<file path="src/rtl/hz_pkg.sv">
`timescale 1ns/1ps
// Shared definitions for the hazard controller.
// Assumes a two-source register format for every instruction.
package hz_pkg;
    // Bypass select code; the datapath operand muxes decode these values.
    typedef enum logic [1:0] {
        FWD_RF  = 2'b00,
        FWD_WB  = 2'b01,
        FWD_MEM = 2'b10
    } fwd_sel_e;

    localparam int NUM_SRC = 2;
endpackage

</file>
<file path="src/rtl/hz_fwd_unit.sv">
`timescale 1ns/1ps
// Bypass select for a single execute operand.
// Picks the execute/memory result first, because it is the younger one.
// Loads in the memory stage are skipped, since their data is not ready yet.
// Assumes register 0 is constant and never needs a bypass.
module hz_fwd_unit
    import hz_pkg::*;
#(
    parameter int AW = 5
) (
    input  logic [AW-1:0] src,
    input  logic [AW-1:0] mem_rd,
    input  logic          mem_we,
    input  logic          mem_is_load,
    input  logic [AW-1:0] wb_rd,
    input  logic          wb_we,
    output fwd_sel_e      sel
);
    logic mem_hit;
    logic wb_hit;

    // Qualify each producer: enabled, nonzero destination, equal to the source.
    always_comb begin
        mem_hit = mem_we && !mem_is_load && (mem_rd != '0) && (mem_rd == src);
        wb_hit  = wb_we && (wb_rd != '0) && (wb_rd == src);
    end

    // Priority choice, younger producer first.
    always_comb begin
        if (mem_hit)     sel = FWD_MEM;
        else if (wb_hit) sel = FWD_WB;
        else             sel = FWD_RF;
    end
endmodule

</file>
<file path="src/rtl/hz_load_use.sv">
`timescale 1ns/1ps
// Detects a decode instruction that reads the destination of a load in execute.
// The load data exists only after the memory stage, so such a pair must be
// held apart by one cycle. Assumes decode sources are always treated as used.
module hz_load_use #(
    parameter int AW   = 5,
    parameter int NSRC = 2
) (
    input  logic [NSRC-1:0][AW-1:0] id_src,
    input  logic [AW-1:0]           ex_rd,
    input  logic                    ex_we,
    input  logic                    ex_is_load,
    output logic                    hazard
);
    logic             producer_ok;
    logic [NSRC-1:0]  src_hit;

    // A load that writes a real register is the only producer considered.
    always_comb producer_ok = ex_is_load && ex_we && (ex_rd != '0);

    for (genvar i = 0; i < NSRC; i++) begin : g_src
        // Compare one decode source against the load destination.
        always_comb src_hit[i] = (id_src[i] == ex_rd);
    end

    // A hazard needs a valid load and at least one matching source.
    always_comb hazard = producer_ok && (|src_hit);
endmodule

</file>
<file path="src/rtl/hz_flow_ctrl.sv">
`timescale 1ns/1ps
// Turns the load-use and taken-branch conditions into pipeline register
// controls. A taken branch squashes the three younger stages and wins over
// a load-use hold, because the held instruction is discarded anyway.
module hz_flow_ctrl (
    input  logic load_use,
    input  logic br_taken,
    output logic stall,
    output logic bubble_idex,
    output logic flush_ifid,
    output logic flush_idex,
    output logic flush_exmem,
    output logic pc_redirect
);
    // Hold the front end and inject a no-op only when no redirect happens.
    always_comb begin
        stall       = load_use && !br_taken;
        bubble_idex = load_use && !br_taken;
    end

    // A redirect squashes the fetch, decode and execute occupants.
    always_comb begin
        pc_redirect = br_taken;
        flush_ifid  = br_taken;
        flush_idex  = br_taken;
        flush_exmem = br_taken;
    end
endmodule

</file>
<file path="src/rtl/hazard_ctrl.sv">
`timescale 1ns/1ps
// Hazard and bypass controller for a five-stage in-order pipeline.
// Purely combinational; the outputs take effect at the next clock edge of the
// datapath. Assumes the register file writes before it reads, so decode never
// needs a bypass from write-back.
module hazard_ctrl
    import hz_pkg::*;
#(
    parameter int AW = 5
) (
    input  logic [AW-1:0] id_rs1,
    input  logic [AW-1:0] id_rs2,
    input  logic [AW-1:0] ex_rs1,
    input  logic [AW-1:0] ex_rs2,
    input  logic [AW-1:0] ex_rd,
    input  logic          ex_we,
    input  logic          ex_is_load,
    input  logic [AW-1:0] mem_rd,
    input  logic          mem_we,
    input  logic          mem_is_load,
    input  logic [AW-1:0] wb_rd,
    input  logic          wb_we,
    input  logic          mem_br_taken,
    output logic [1:0]    fwd_a,
    output logic [1:0]    fwd_b,
    output logic          stall,
    output logic          bubble_idex,
    output logic          flush_ifid,
    output logic          flush_idex,
    output logic          flush_exmem,
    output logic          pc_redirect
);
    logic [NUM_SRC-1:0][AW-1:0] ex_src;
    logic [NUM_SRC-1:0][AW-1:0] id_src;
    fwd_sel_e                   fwd_sel [NUM_SRC];
    logic                       load_use;

    // Gather the operand numbers so each operand gets an identical slice.
    always_comb begin
        ex_src[0] = ex_rs1;
        ex_src[1] = ex_rs2;
        id_src[0] = id_rs1;
        id_src[1] = id_rs2;
    end

    for (genvar i = 0; i < NUM_SRC; i++) begin : g_fwd
        hz_fwd_unit #(.AW(AW)) u_fwd (
            .src         (ex_src[i]),
            .mem_rd      (mem_rd),
            .mem_we      (mem_we),
            .mem_is_load (mem_is_load),
            .wb_rd       (wb_rd),
            .wb_we       (wb_we),
            .sel         (fwd_sel[i])
        );
    end

    // Present the select codes on the operand ports.
    always_comb begin
        fwd_a = fwd_sel[0];
        fwd_b = fwd_sel[1];
    end

    hz_load_use #(.AW(AW), .NSRC(NUM_SRC)) u_lu (
        .id_src     (id_src),
        .ex_rd      (ex_rd),
        .ex_we      (ex_we),
        .ex_is_load (ex_is_load),
        .hazard     (load_use)
    );

    hz_flow_ctrl u_flow (
        .load_use    (load_use),
        .br_taken    (mem_br_taken),
        .stall       (stall),
        .bubble_idex (bubble_idex),
        .flush_ifid  (flush_ifid),
        .flush_idex  (flush_idex),
        .flush_exmem (flush_exmem),
        .pc_redirect (pc_redirect)
    );
endmodule

</file>
<file path="config.mk">
export PLATFORM = sky130hd
export DESIGN_NAME = hazard_ctrl
export DESIGN_NICKNAME = d
export VERILOG_FILES = /design/src/rtl/hz_pkg.sv /design/src/rtl/hz_fwd_unit.sv /design/src/rtl/hz_load_use.sv /design/src/rtl/hz_flow_ctrl.sv /design/src/rtl/hazard_ctrl.sv
export SDC_FILE = /design/constraint.sdc
export NUM_CORES = 1
export LEC_CHECK = 0
export BUFFER_PORTS_ARGS = -buffer_cell sky130_fd_sc_hd__buf_2
export CAP_MARGIN = 30
export CORE_AREA = 2 2 40 42
export DETAILED_ROUTE_END_ITERATION = 8
export DIE_AREA = 0 0 42 44
export PLACE_DENSITY = 0.86
export SLEW_MARGIN = 10
export SYNTH_ARGS = -nofsm -noshare
export SYNTH_HDL_FRONTEND = slang
export SYNTH_SLANG_ARGS = --single-unit
</file>
<file path="constraint.sdc">
create_clock -name vclk -period 3
set_clock_uncertainty 0.05 [all_clocks]
set_input_delay 0.15 -clock vclk [all_inputs]
set_output_delay 0.15 -clock vclk [all_outputs]
set_load 0.02 [all_outputs]
</file>
==> results of run 1 <==
## layer usage
layer,wire length (µm),part of all wire [%],vias up,GRT usage [%]
met1,415,32,257,13.1
met3,145,11,0,0.833
met2,716,56,39,31.9
met5,0,0,-,0
li1,-,-,288,-
met4,0,0,0,0
## cell families (layout without fill, tap and decap cells)
group | count (synthesis) | in the layout | share of synthesized area (%)
buf+inv | 7 | 51 | 11.5
compound gates | 4 | 4 | 5.19
simple gates | 18 | 18 | 26.0
xor+xnor | 30 | 30 | 57.4
## per-stage QoR
stage / total power, µW / setup slack, ps
finish: 89.6 / 1270
global route: 98.7 / 1200
CTS: 90.7 / 1260
detailed placement: 90.5 / 1260
global placement: 87.9 / 1310
floorplan: 46.2 / 1390
## cell usage after synthesis (all sizes together)
master,instances,share of area (%)
xor2,20,38
xnor2,10,19
buf,7,11
or4,5,8.2
nand3,4,4.4
nor4,4,8.2
o21ai,3,4.1
nor3,2,2.2
a21oi,1,1.1
nand2,1,0.82
nor2,1,0.82
nor2b,1,1.4
## power by group
part | total [µW] | leakage (µW) | switching [µW] | internal [µW]
logic | 89.6 | 0.000338 | 44.0 | 45.6
clock network | 0 | 0 | 0 | 0
registers | 0 | 0 | 0 | 0
## cell type report
class / instances / share of cell area, %
timing repair buffer: 51 / 37.5
tap: 16 / 2.94
multi-input combinational: 52 / 59.6
## worst max-delay path by stage
stage | cells past startpoint | slack [ps] | end | start
global placement | 6 | 1310 | fwd_a[0] | mem_rd[1]
floorplan | 4 | 1390 | fwd_a[0] | mem_rd[1]
global route | 6 | 1200 | fwd_a[0] | mem_rd[1]
finish | 6 | 1270 | fwd_a[0] | mem_rd[1]
CTS | 6 | 1260 | fwd_a[0] | mem_rd[1]
detailed placement | 6 | 1260 | fwd_a[0] | mem_rd[1]
==> impl_metrics.ini, run 1 <==
[run_status]
status = completed

[layout]
fin_cells = 119
seq_area_um2 = 0
design_area_um2 = 681
layout-drive-gt1-share_pct = 52.4
final_common_cell = buf_2
fillers = 150
clock_buffers = 0
area_delta_synth_final_pct = 48.6
multi_input_area_um2 = 405
seq_cells = 0
layout_common_cells = buf_2 (51), xor2_1 (20), xnor2_1 (10)
utilization_pct = 48.0
antenna_cells = 0
layout.nets = 146

[synthesis]
avgSynthCellArea_um2 = 7.76
synth_nets = 100
synthCells = 59
yosysUniqueCellTypes = 15
yosysWarnings = 0
seq_area_frac_synth_pct = 0
syn_area_um2 = 458

[setup_path]
slowest_stage = or4_1
crit_top_cell = buf_2
worstPathMaxFanout = 3
crit_family = simple AND/OR/NAND/NOR gates
critPathKind = primary input to primary output
crit_required_ps = 2800
crit_arrival_ps = 1530
crit_chain = buf_2 > or4_1 > o21ai_2 > nor4_1 > nor4_2 > buf_2
crit_path_end_kind = primary output
worst_path_largest_cell_delay_ps = 540
path_buf_inv = 2
start_kind = primary input

[clock_tree]
cts_hold_buffers = 0
post_cts_resized = 0
cts_setup_buffers = 0

[detailed_routing]
via_per_inst = 4.91
first_pass_iters = 2
routed_wl_um = 1280
remaining_drc_errors = 0
num_vias = 584
drtIter0Drc = 1
antenna_left = 0
avgRoutedWirePerCell_um = 10.7

[timing]
worst_pin_slew_ps = 544
relSlewSlack_pct = 63.4
slew_violations = 0
period_share_pct = 57.6
fin_crit_ps = 1730
setup_tns_ps = 0
rsz0062_at_grt = false
setup_viol = 0
holdWs_ps = 519
max_freq_ghz = 0.579
hold_violations = 0

[grt]
antenna_found_initial = 0
grt-ovfl-total = 0
grt_pass1_wl_um = 2060
track_usage_pct = 13.6
grt_pass1_vias = 554
grt_max_degree = 6

[min_path]
hold_start = mem_br_taken
hold_path_depth = 2
hold_class = primary input to primary output
min_to = flush_exmem

[placement]
placed_area_um2 = 681
dp_hpwl_um = 1240
portBuffers = 51
place.gp.congestion = 0.813
dp.cells = 119

[floorplanning]
io_pins = 51
die_width_um = 42
core_um2 = 1420
initial_core_util_pct = 32.3
dieHeight_um = 44
row_count = 14
dieArea_um2 = 1850

[pwr]
p_leak_uw = 0.000338
irDropWorstVdd_mv = 0.0550
powerDensity_nw_per_um2 = 132

[run]
maxCapViolCount = 0
No activity file was read; power rests on OpenSTA's default activity.
==> run 2: changes to the inputs <==
clock period = 1.6 ns   (was 3 ns; I/O delays follow)
==> run 2 against run 1 <==
Compared with the run above: critical path depth unchanged; count of clock-buffer cells in the layout is the same; hold slack worse by 140 ps; sequential share of layout area unchanged; global-route usage grew 0.69 points; critical path type unchanged; largest cell class unchanged.
==> impl_metrics.ini, run 2 (synthesis results as in run 1) <==
[setup_path]
crit_family = simple AND/OR/NAND/NOR gates
crit_path_end_kind = primary output
worst_path_largest_cell_delay_ps = 540
start_kind = primary input
path_buf_inv = 2
slowest_stage = or4_4
critPathKind = primary input to primary output
crit_arrival_ps = 1430
worstPathMaxFanout = 2
crit_chain = buf_2 > or4_4 > o21ai_4 > nor4_2 > nor4_2 > buf_4
crit_required_ps = 1470
crit_top_cell = nor4_2

[run]
maxCapViolCount = 0

[detailed_routing]
num_vias = 597
first_pass_iters = 3
drtIter0Drc = 4
avgRoutedWirePerCell_um = 10.9
antenna_left = 0
routed_wl_um = 1300
via_per_inst = 4.98
remaining_drc_errors = 0

[min_path]
hold_class = primary input to primary output

[layout]
layout_common_cells = buf_2 (49), xor2_1 (20), xnor2_1 (10)
utilization_pct = 50.4
seq_area_um2 = 0
antenna_cells = 0
fin_cells = 120
final_common_cell = buf_2
layout-drive-gt1-share_pct = 55.8
clock_buffers = 0
layout.nets = 147
seq_cells = 0
area_delta_synth_final_pct = 56.0

[grt]
grt_pass1_wl_um = 2150
grt-ovfl-total = 0
antenna_found_initial = 0
grt_max_degree = 6
track_usage_pct = 14.3
grt_pass1_vias = 567

[clock_tree]
cts_hold_buffers = 0
post_cts_resized = 0
cts_setup_buffers = 0

[floorplanning]
initial_core_util_pct = 32.3
row_count = 14
die_width_um = 42
dieArea_um2 = 1850
core_um2 = 1420
io_pins = 51
dieHeight_um = 44

[placement]
dp_hpwl_um = 1230
place.gp.congestion = 0.822
dp.cells = 120
portBuffers = 51

[timing]
period_share_pct = 97.4
max_freq_ghz = 0.642
rsz0062_at_grt = false
setup_tns_ps = 0
relSlewSlack_pct = 72.9
holdWs_ps = 378
worst_pin_slew_ps = 403
hold_violations = 0
fin_crit_ps = 1560
setup_viol = 0
slew_violations = 0

[run_status]
status = completed

[pwr]
powerDensity_nw_per_um2 = 249
irDropWorstVdd_mv = 0.112
p_leak_uw = 0.000347
==> run 2: changes by cell type in the layout (fill, tap and decap cells not counted), sizes merged <==
cell  delta
buf      +1
==> run 2: where the power goes <==
group          switching [µW]  total [µW]  internal, µW
combinational            87.7         178          90.1
sequential                  0           0             0
clock                       0           0             0
==> run 2: area by class of cell <==
type	count	area, µm²
Fill cell	137	704
Multi-Input combinational cell	52	427
Timing Repair Buffer	52	268
Tap cell	16	20.0
==> run 2: worst paths after layout <==
check	startpoint	end	slack, ps	cells after the start
hold / removal	mem_br_taken	flush_exmem	380	2
setup / recovery	mem_rd[1]	fwd_a[0]	40	6
==> run 2: metal layers <==
layer	share of wire, %	routed length (µm)	track usage, %
met1	30	394	13.3
met5	0	0	0
met3	11	137	0.417
met2	56	731	32.2
met4	3.1	40	4.52
==> run 2: stage by stage <==
step | instance area, µm² | setup slack [ps] | total power, µW
floorplan | 458 | 128 | 86.7
global placement | 688 | 70.9 | 166
detailed placement | 688 | 30.5 | 172
CTS | 688 | 21.4 | 172
global route | 714 | 4.30 | 195
finish | 714 | 41.2 | 178
==> run 3: changes to the inputs <==
BUFFER_PORTS_ARGS = -buffer_cell sky130_fd_sc_hd__buf_4   (was -buffer_cell sky130_fd_sc_hd__buf_2)
==> run 3 against run 2 <==
Compared with the run above: sequential share of layout area is the same; final cell count shrank 0.83%; via count shrank 4.5%; setup slack gained 53 ps; non-clock buffer count shrank 1; combinational power grew 13%.
==> impl_metrics.ini, run 3 (synthesis results as in run 1) <==
[floorplanning]
die_width_um = 42
dieHeight_um = 44
io_pins = 51
dieArea_um2 = 1850
initial_core_util_pct = 32.3
row_count = 14
core_um2 = 1420

[setup_path]
worstPathMaxFanout = 3
crit_family = simple AND/OR/NAND/NOR gates
crit_arrival_ps = 1380
crit_chain = buf_4 > or4_1 > o21ai_1 > or4_1 > nor4_2 > buf_4
crit_path_end_kind = primary output
start_kind = primary input
crit_required_ps = 1470
critPathKind = primary input to primary output
path_buf_inv = 2
crit_start = wb_rd[3]
worst_path_largest_cell_delay_ps = 570
slowest_stage = or4_1

[layout]
area_delta_synth_final_pct = 76.5
antenna_cells = 0
layout-drive-gt1-share_pct = 52.4
fillers = 139
clock_buffers = 0
layout.nets = 146
seq_area_um2 = 0
final_common_cell = buf_4
seq_cells = 0
utilization_pct = 57.0
design_area_um2 = 808
layout_common_cells = buf_4 (51), xor2_1 (20), xnor2_1 (10)

[timing]
max_freq_ghz = 0.664
setup_viol = 0
hold_violations = 0
rsz0062_at_grt = false
fin_crit_ps = 1510
slew_violations = 0
layout_setup_ws_ps = 93.8
worst_pin_slew_ps = 476
relSlewSlack_pct = 68.0
setup_tns_ps = 0
period_share_pct = 94.1

[grt]
antenna_found_initial = 0
grt_pass1_vias = 560
track_usage_pct = 14.9
grt_max_degree = 6
grt_pass1_wl_um = 2190
grt-ovfl-total = 0

[placement]
pre_cts_ws_ps = 19.5
place.gp.congestion = 0.827
dp_hpwl_um = 1330
portBuffers = 51
placed_area_um2 = 808

[pwr]
irDropWorstVdd_mv = 0.107
p_leak_uw = 0.000376
total_power_uw = 201
powerDensity_nw_per_um2 = 249

[detailed_routing]
antenna_left = 0
num_vias = 570
routed_wl_um = 1410
avgRoutedWirePerCell_um = 11.8
via_per_inst = 4.79
remaining_drc_errors = 0
first_pass_iters = 1
drtIter0Drc = 0

[run_status]
status = completed

[min_path]
hold_start = mem_br_taken
hold_class = primary input to primary output

[clock_tree]
cts_setup_buffers = 0
cts_hold_buffers = 0

[run]
maxCapViolCount = 0
==> run 3: per-stage QoR <==
step / hold slack [ps] / cells
after floorplan: 223 / 59
after global placement: 345 / 119
after detailed placement: 350 / 119
after CTS: 350 / 119
after global routing: 370 / 119
final: 349 / 119
==> run 3: where the power goes <==
group          internal [µW]  total, µW  switching (µW)
Clock                      0          0               0
Sequential                 0          0               0
Combinational            118        201            82.9
==> run 3: final timing paths <==
check | endpoint | slack (ps) | cells past startpoint
setup / recovery | fwd_b[0] | 90 | 6
hold / removal | flush_ifid | 350 | 2
==> run 3: metal layers <==
layer / vias up / GRT usage, % / part of all wire, %
met5: - / 0 / 0
met2: 39 / 35.0 / 57
li1: 286 / - / -
met4: 0 / 0 / 0
met1: 245 / 13.6 / 30
met3: 0 / 2.08 / 13
==> run 3: what timing repair did <==
action,in CTS,in global routing
endpoints found under the hold margin,0,0
resized for setup,0,0
setup endpoints to repair,0,2
==> run 3: area by class of cell <==
class	instances	area (µm²)	share of cell area (%)
multi-input combinational	52	405	50.2
tap	16	20.0	2.48
timing repair buffer	51	383	47.4
